File: src/rtl/zc_pkg.sv
`timescale 1ns/1ps
// Package: shared sizing for the zero counter.
// Assumes the operand width and the group width are powers of two.
package zc_pkg;
    localparam int unsigned OPERAND_W = 64;
    localparam int unsigned GROUP_W   = 8;

    // Width needed to hold a count from 0 to w inclusive.
    function automatic int unsigned cnt_width(input int unsigned w);
        return $clog2(w) + 1;
    endfunction
endpackage

File: src/rtl/zc_operand_prep.sv
`timescale 1ns/1ps
// Module: zc_operand_prep
// Turns the operand into a vector whose leading-zero count is the answer
// for the selected mode. The trailing direction mirrors the operand.
// Word mode places the active 32-bit half on top, followed by a forced one
// that caps the count at half the width.
// Assumes WIDTH is even.
module zc_operand_prep #(
    parameter int unsigned WIDTH = zc_pkg::OPERAND_W
) (
    input  logic [WIDTH-1:0] operand_i,
    input  logic             from_lsb_i,
    input  logic             word_mode_i,
    output logic [WIDTH-1:0] scan_o
);
    localparam int unsigned HALF = WIDTH / 2;

    logic [WIDTH-1:0] mirrored;
    logic [WIDTH-1:0] oriented;
    logic [HALF-1:0]  half_src;

    // Bit mirror of the whole operand: bit 0 moves to the top.
    for (genvar b = 0; b < WIDTH; b++) begin : g_mirror
        assign mirrored[b] = operand_i[WIDTH-1-b];
    end

    // Pick the orientation and the active half for the selected direction.
    always_comb begin
        oriented = from_lsb_i ? mirrored : operand_i;
        half_src = from_lsb_i ? mirrored[WIDTH-1:HALF] : operand_i[HALF-1:0];
    end

    // Word mode: active half on top, then a stop bit, then zeros.
    always_comb begin
        if (word_mode_i) begin
            scan_o = {half_src, 1'b1, {(HALF-1){1'b0}}};
        end else begin
            scan_o = oriented;
        end
    end
endmodule

File: src/rtl/zc_group_lzc.sv
`timescale 1ns/1ps
// Module: zc_group_lzc
// Leading-zero count for one small group of W bits, plus a flag that is
// set when the whole group is zero. Intended for groups of 8 bits or fewer,
// so the priority scan stays shallow.
// Assumes W is a power of two and at least 2.
module zc_group_lzc #(
    parameter int unsigned W = zc_pkg::GROUP_W
) (
    input  logic [W-1:0]         bits_i,
    output logic [$clog2(W)-1:0] lead_o,
    output logic                 empty_o
);
    localparam int unsigned LW = $clog2(W);

    // Priority scan: the highest set bit wins because it is assigned last.
    always_comb begin
        lead_o = '0;
        for (int unsigned i = 0; i < W; i++) begin
            if (bits_i[i]) begin
                lead_o = LW'(W - 1 - i);
            end
        end
    end

    // All-zero flag for the group.
    assign empty_o = ~|bits_i;
endmodule

File: src/rtl/zc_tree_lzc.sv
`timescale 1ns/1ps
// Module: zc_tree_lzc
// Two-level leading-zero count over WIDTH bits. The first level counts
// within groups of GROUP bits. The second level finds the first non-empty
// group and joins its index to that group's count. A vector of all zeros
// returns WIDTH.
// Assumes WIDTH and GROUP are powers of two and WIDTH/GROUP is at least 2.
module zc_tree_lzc #(
    parameter int unsigned WIDTH = zc_pkg::OPERAND_W,
    parameter int unsigned GROUP = zc_pkg::GROUP_W
) (
    input  logic [WIDTH-1:0]                      vec_i,
    output logic [zc_pkg::cnt_width(WIDTH)-1:0]   lead_o
);
    localparam int unsigned NGRP = WIDTH / GROUP;
    localparam int unsigned GW   = $clog2(GROUP);
    localparam int unsigned SW   = $clog2(NGRP);
    localparam int unsigned CW   = zc_pkg::cnt_width(WIDTH);

    logic [GW-1:0]   grp_lead [NGRP];
    logic [NGRP-1:0] grp_empty;
    logic [NGRP-1:0] grp_busy_rev;
    logic [SW-1:0]   first_grp;
    logic            none_set;

    // First level: group g covers the g-th slice counted from the top.
    for (genvar g = 0; g < NGRP; g++) begin : g_grp
        zc_group_lzc #(.W(GROUP)) u_grp (
            .bits_i  (vec_i[WIDTH-1-g*GROUP -: GROUP]),
            .lead_o  (grp_lead[g]),
            .empty_o (grp_empty[g])
        );
        // Arrange occupancy so group 0 lands at the top bit.
        assign grp_busy_rev[NGRP-1-g] = ~grp_empty[g];
    end

    // Second level: leading-zero count over group occupancy.
    zc_group_lzc #(.W(NGRP)) u_sel (
        .bits_i  (grp_busy_rev),
        .lead_o  (first_grp),
        .empty_o (none_set)
    );

    // Join the group index and the in-group count, or saturate.
    always_comb begin
        if (none_set) begin
            lead_o = CW'(WIDTH);
        end else begin
            lead_o = CW'({first_grp, grp_lead[first_grp]});
        end
    end
endmodule

File: src/rtl/zero_count_unit.sv
`timescale 1ns/1ps
// Module: zero_count_unit
// Combinational leading/trailing zero counter with a word mode. The result
// is the count, zero-extended to the operand width. The enclosing design
// must allow one clock period for the result to settle.
module zero_count_unit #(
    parameter int unsigned DATA_W  = zc_pkg::OPERAND_W,
    parameter int unsigned GROUP_W = zc_pkg::GROUP_W
) (
    input  logic [DATA_W-1:0] operand_i,
    input  logic              from_lsb_i,
    input  logic              word_mode_i,
    output logic [DATA_W-1:0] count_o
);
    localparam int unsigned CW = zc_pkg::cnt_width(DATA_W);

    logic [DATA_W-1:0] scan_vec;
    logic [CW-1:0]     raw_count;

    zc_operand_prep #(.WIDTH(DATA_W)) u_prep (
        .operand_i   (operand_i),
        .from_lsb_i  (from_lsb_i),
        .word_mode_i (word_mode_i),
        .scan_o      (scan_vec)
    );

    zc_tree_lzc #(.WIDTH(DATA_W), .GROUP(GROUP_W)) u_tree (
        .vec_i  (scan_vec),
        .lead_o (raw_count)
    );

    // Zero-extend the count onto the full-width result.
    assign count_o = DATA_W'(raw_count);
endmodule

File: config.mk
export PLATFORM = sky130hd
export DESIGN_NAME = zero_count_unit
export DESIGN_NICKNAME = d
export VERILOG_FILES = /design/src/rtl/zc_pkg.sv /design/src/rtl/zc_operand_prep.sv /design/src/rtl/zc_group_lzc.sv /design/src/rtl/zc_tree_lzc.sv /design/src/rtl/zero_count_unit.sv
export SDC_FILE = /design/constraint.sdc
export NUM_CORES = 1
export LEC_CHECK = 0
export CELL_PAD_IN_SITES_DETAIL_PLACEMENT = 1
export CELL_PAD_IN_SITES_GLOBAL_PLACEMENT = 2
export CORE_AREA = 5 5 86 148
export DETAILED_ROUTE_END_ITERATION = 12
export DIE_AREA = 0 0 91 153
export PLACE_DENSITY_LB_ADDON = 0.1
export SYNTH_ARGS = -nofsm -noshare
export SYNTH_HDL_FRONTEND = slang
export SYNTH_SLANG_ARGS = --single-unit
export TNS_END_PERCENT = 1
File: constraint.sdc
create_clock -name vclk -period 11.82
set_clock_uncertainty 0.05 [all_clocks]
set_input_delay 3.546 -clock vclk [all_inputs]
set_output_delay 3.546 -clock vclk [all_outputs]
set_load 0.02 [all_outputs]
==> impl_metrics.tcl, run 1 <==
set metrics [dict create \
    setup_violations 0 \
    syn-mean-instance-area_um2 6.854 \
    synth_top_cell_by_area "buf_4" \
    gr-usage-all-layers_pct 14.69 \
    drive_above_1_share_pct 10.98 \
    final_util_pct 26.65 \
    outcome "completed" \
    synth_common_cells "61 x buf_4, 43 x nor2_1, 33 x mux2i_1" \
    power_density_nw_per_um2 40.13 \
    hold_buffers 0 \
    drt-total-wl_mm 10.87 \
    regArea_um2 0 \
    worstPathRequired_ns 8.22 \
    sequential_cell_total 0 \
    path_max_fanout 32 \
    fmaxAchievable_mhz 89.40 \
    die_y_um 153 \
    setup_tns_ns 0 \
    hold_ws_ns 8.431 \
    synth_xor_area_share_pct 0 \
    crit_arrival_ns 7.59 \
    die_area_um2 13920 \
    io_buffer_count 73 \
    dp_hpwl_mm 9.496 \
    hold_path.class "in2out" \
    std_cell_rows 52 \
    drc_errors 0 \
    p_leak_uw 0.001228 \
    io_pins 130 \
    antenna_left 0 \
    slew_violations 0 \
    synthTopCellsByArea "buf_4 19%, mux2i_1 13%, mux2_2 11%" \
    synth_compound_gate_area_share_pct 22.39 \
    ctsResizeCount 0 \
    synth-seq-area-share_pct 0 \
    startpoint_type "input port" \
    via_per_inst 4.756 \
    synth-adder-area-share_pct 0 \
    cts_setup_buffers 0 \
    grt_pass1_vias 2901 \
    nClkBuffers 0 \
    hold_viol 0 \
    period_share_pct 94.63 \
    netlist_area_um2 2454 \
    wl_per_cell_um 19.63 \
    netlist_instances 358 \
    grt_overflow 0 \
    synth_top_family_by_area "multiplexers" \
    drt-pass1-iter-count 4 \
    worst_pin_slew_ns 0.7180 \
    drt_iter0_drc 78 \
    path_class "in2out" \
    period_needed_ns 11.19 \
    start_util_pct 21.55 \
    num_vias 2635 \
    antenna_found_initial 0 \
    area.growth.synth_to_final_pct 23.66 \
    dp.cells 554 \
    vdd_ir_drop_max_mv 0.01096 \
    fp.dieW_um 91 \
    pre_cts_ws_ns 0.5194 \
    nFillCells 1432 \
    grt_max_degree 33 \
    yosysMostFrequentCell "buf_4" \
    timing.final.ws_setup_ns 0.6342 \
    grt_pass1_wl_mm 16.52 \
    synth_mux_area_share_pct 28.05 \
    synth-simple-area-share_pct 23.97 \
    stdcell_count 554 \
    maxSlewHeadroom_pct 51.84 \
    rsz0062_at_grt "no" \
    synth_cell_types 50 \
    drv_cap 0 \
    fin_nets 487 \
    core_um2 11390 \
    synth_warnings 0 \
    netlist.area_leader.share_pct 18.66 \
    endpoint_kind "output pin" \
    diodes 0 \
    gp_congestion 0.8276 \
]
-- cell usage in the layout, fill, tap and decap left out, types with 2 or more instances in the layout --
cell             netlist  layout
or4_1                  2       2
clkdlybuf4s50_1        0      71
buf_4                 61       4
nor2b_1                3       3
nand3_1                4       4
nor4_1                 4       4
nor2_2                 2       2
mux2_2                25      25
o221ai_1               5       5
a211oi_1               7       7
a21oi_1               22      22
o21bai_1               4       4
o22ai_1                9       9
a31oi_1                5       5
or3_1                  2       2
nand2b_1               5       5
nor2_1                43      43
buf_2                  6       2
mux2_1                 3       3
o21a_1                 2       2
nor3_1                16      16
nand4_1                8       8
o21ai_0               15      15
conb_1                 1      57
mux2i_2                2       2
mux2i_1               33      33
nand2_1               22      22
a21boi_0               2       2
inv_1                 20      20
or3b_2                 3       3
-- kinds of logic (layout without fill, tap and decap cells) --
family | after synthesis | count (layout)
buf+inv | 92 | 97
compound gates | 81 | 81
simple gates | 120 | 120
other cells | 1 | 57
mux | 64 | 64
-- path summary, 6_finish.rpt --
path	start	to	slack, ns	cells past startpoint
worst max-delay path	word_mode_i	count_o[1]	0.63	11
worst min-delay path	word_mode_i	count_o[0]	8.43	5
-- where the power goes --
| group | switching, µW | total (µW) | internal, µW |
|---|---|---|---|
| Sequential | 0 | 0 | 0 |
| Combinational | 72.4 | 122 | 49.4 |
| Clock | 0 | 0 | 0 |
-- layout make-up --
class              instances  area [µm²]  share of cell area, %
inverters                 20       75.07                  2.474
multi-input cells        322        2039                  67.22
well taps                135       168.9                  5.567
repair buffers            77       750.7                  24.74
-- metrics by stage --
stage	cell area, µm²	total power (µW)
floorplan	2664	88.05
global route	3034	132.5
finish	3034	121.8
CTS	3034	122.7
detailed placement	3034	122.1
global placement	3034	121.8
-- routing by layer --
metal	share of wire, %	vias to the layer above	GRT usage, %
li1	-	1303	-
met1	33	1224	13.84
met4	2.4	0	2.727
met2	60	98	32.17
met5	0	-	0
met3	4.7	10	1.525
-- worst max-delay path: stages --
cell and delay [ns]:
buf_2 0.54, nand2b_1 0.53, o22ai_1 0.22, or4_1 0.61, o21ai_0 0.19, nand2_1 0.15, a31oi_4 0.50, mux2i_1 0.18
a221oi_1 0.31, o221ai_1 0.21, clkdlybuf4s50_1 0.58
Note: power is estimated with default switching activity, not from simulation.
==> inputs of run 2 (changes only) <==
RECOVER_POWER = 25   (was unset)
==> results of run 2 <==
Same layout as run 1: the final DEF is identical, and so are final timing and power.
==> inputs of run 3 (changes only) <==
CORE_AREA = 2 2 83 145   (was 5 5 86 148)
DIE_AREA = 0 0 85 147   (was 0 0 91 153)
==> run 3 against run 2 <==
Net effect: maximum frequency is 1.7% lower; first-iteration DRC count is 32% lower; final area is 0.25% lower; die area is 10% lower; setup slack worse by 0.19 ns; via count is 1.1% higher; sequential share of layout area stayed put; largest power group unchanged.
==> impl_metrics.tcl, run 3 (same netlist as run 1, synthesis figures left out) <==
set metrics [dict create \
    hold_viol 0 \
    grt_busiest_layer "met2" \
    path_class "in2out" \
    crit_chain "clkbuf_2 > buf_4 > mux2_2 > mux2i_1 > nand4_1 > nor2_1 > a31oi_4 > mux2i_1 > a221oi_1 > o221ai_1 > clkdlybuf4s50_1" \
    crit_arrival_ns 7.78 \
    rsz0062_at_grt "no" \
    via_per_inst 4.817 \
    wl_per_cell_um 19.95 \
    power_density_nw_per_um2 40.68 \
    drv_cap 0 \
    fp.dieW_um 85 \
    path_max_fanout 35 \
    grt_pass1_wl_mm 15.95 \
    drt-pass1-iter-count 5 \
    layout_common_cells "71 x clkdlybuf4s50_1, 57 x conb_1, 43 x nor2_1" \
    drive_above_1_share_pct 10.77 \
    grt_overflow 0 \
    p_clk_share_pct 0 \
    regArea_um2 0 \
    antenna_left 0 \
    outcome "completed" \
    grt.met3_usage_pct 1.404 \
    grt_max_degree 36 \
    max_stage_delay_ns 0.68 \
    drt_iter0_drc 53 \
    p_comb_share_pct 100.0 \
    drc_errors 0 \
    gp_congestion 0.8719 \
    period_share_pct 96.24 \
    num_vias 2664 \
    diodes 0 \
    p_leak_uw 0.001223 \
    fmaxAchievable_mhz 87.90 \
    grt_use_met2_pct 36.05 \
    die_y_um 147 \
    core_um2 11390 \
    slew_violations 0 \
    grt_pass1_vias 2818 \
    cts_setup_buffers 0 \
    worstHoldPathCells 7 \
    sequential_cell_total 0 \
    drt-total-wl_mm 11.04 \
    crit_slowest_cell "clkbuf_2" \
    endpoint_kind "output pin" \
    cpMostUsedCell "mux2i_1" \
    p_int_uw 49.49 \
    power_switching_uw 73.62 \
    hold_path.class "in2out" \
    final_common_cell "clkdlybuf4s50_1" \
    nClkBuffers 0 \
    die_area_um2 12500 \
    setup_tns_ns 0 \
    io_pins 130 \
    maxSlewHeadroom_pct 38.63 \
    gr-usage-all-layers_pct 16.65 \
    antenna_found_initial 0 \
    switching_share_pct 59.80 \
    grt_use_met1_pct 14.87 \
    hold_buffers 0 \
    ctsResizeCount 0 \
    worstPathRequired_ns 8.22 \
    area.growth.synth_to_final_pct 23.36 \
    fin_nets 486 \
    start_util_pct 21.55 \
    std_cell_rows 52 \
    power_uw 123.1 \
    worst_pin_slew_ns 0.9206 \
    dp_hpwl_mm 9.572 \
    io_buffer_count 73 \
    startpoint_type "input port" \
    period_needed_ns 11.38 \
    p_seq_share_pct 0 \
    setup_violations 0 \
    vdd_ir_drop_max_mv 0.01527 \
]
-- run 3: cell types whose count changed in the layout (fill, tap and decap cells not counted), sizes merged --
cell,delta
buf,-2
clkbuf,+1
-- run 3: through the flow --
stage               utilization [%]  area, µm²  std cells  hold WS (ns)  worst slack, ns
global route                  26.58       3027        553         8.621           0.1644
floorplan                         -       2664        414         7.400            2.054
global placement              26.58       3027        553         8.518           0.4983
CTS                           26.58       3027        553         8.530           0.4761
detailed placement            26.58       3027        553         8.521           0.4874
finish                        26.58       3027        553         8.522           0.4440
-- run 3: power by group through the flow --
stage / logic, µW / clock network (µW) / registers, µW
4_1_cts: 124 / 0 / 0
6_report: 123 / 0 / 0
3_5_place_dp: 123 / 0 / 0
5_1_grt: 133 / 0 / 0
3_3_place_gp: 123 / 0 / 0
2_1_floorplan: 88.1 / 0 / 0
-- run 3: metal layers --
metal,part of all wire [%],vias to the layer above
li1,-,1297
met1,32,1234
met2,59,115
met3,4.7,18
met4,4.6,0
met5,0,-
-- run 3: final cells by class --
type	instances	area, µm²
Multi-Input combinational cell	322	2039
Tap cell	135	168.9
Fill cell	1445	8359
Inverter	20	75.07
Timing Repair Buffer	76	743.2
-- run 3: worst max-delay path: cells and delay by family --
kind | cells | cell delay (ns)
buffers and inverters | 3 | 1.58
muxes | 3 | 0.94
and+or+nand+nor | 2 | 0.80
AOI/OAI and AO/OA | 3 | 0.88
-- run 3: worst paths after layout --
check	from	to
min	from_lsb_i	count_o[6]
max	word_mode_i	count_o[1]
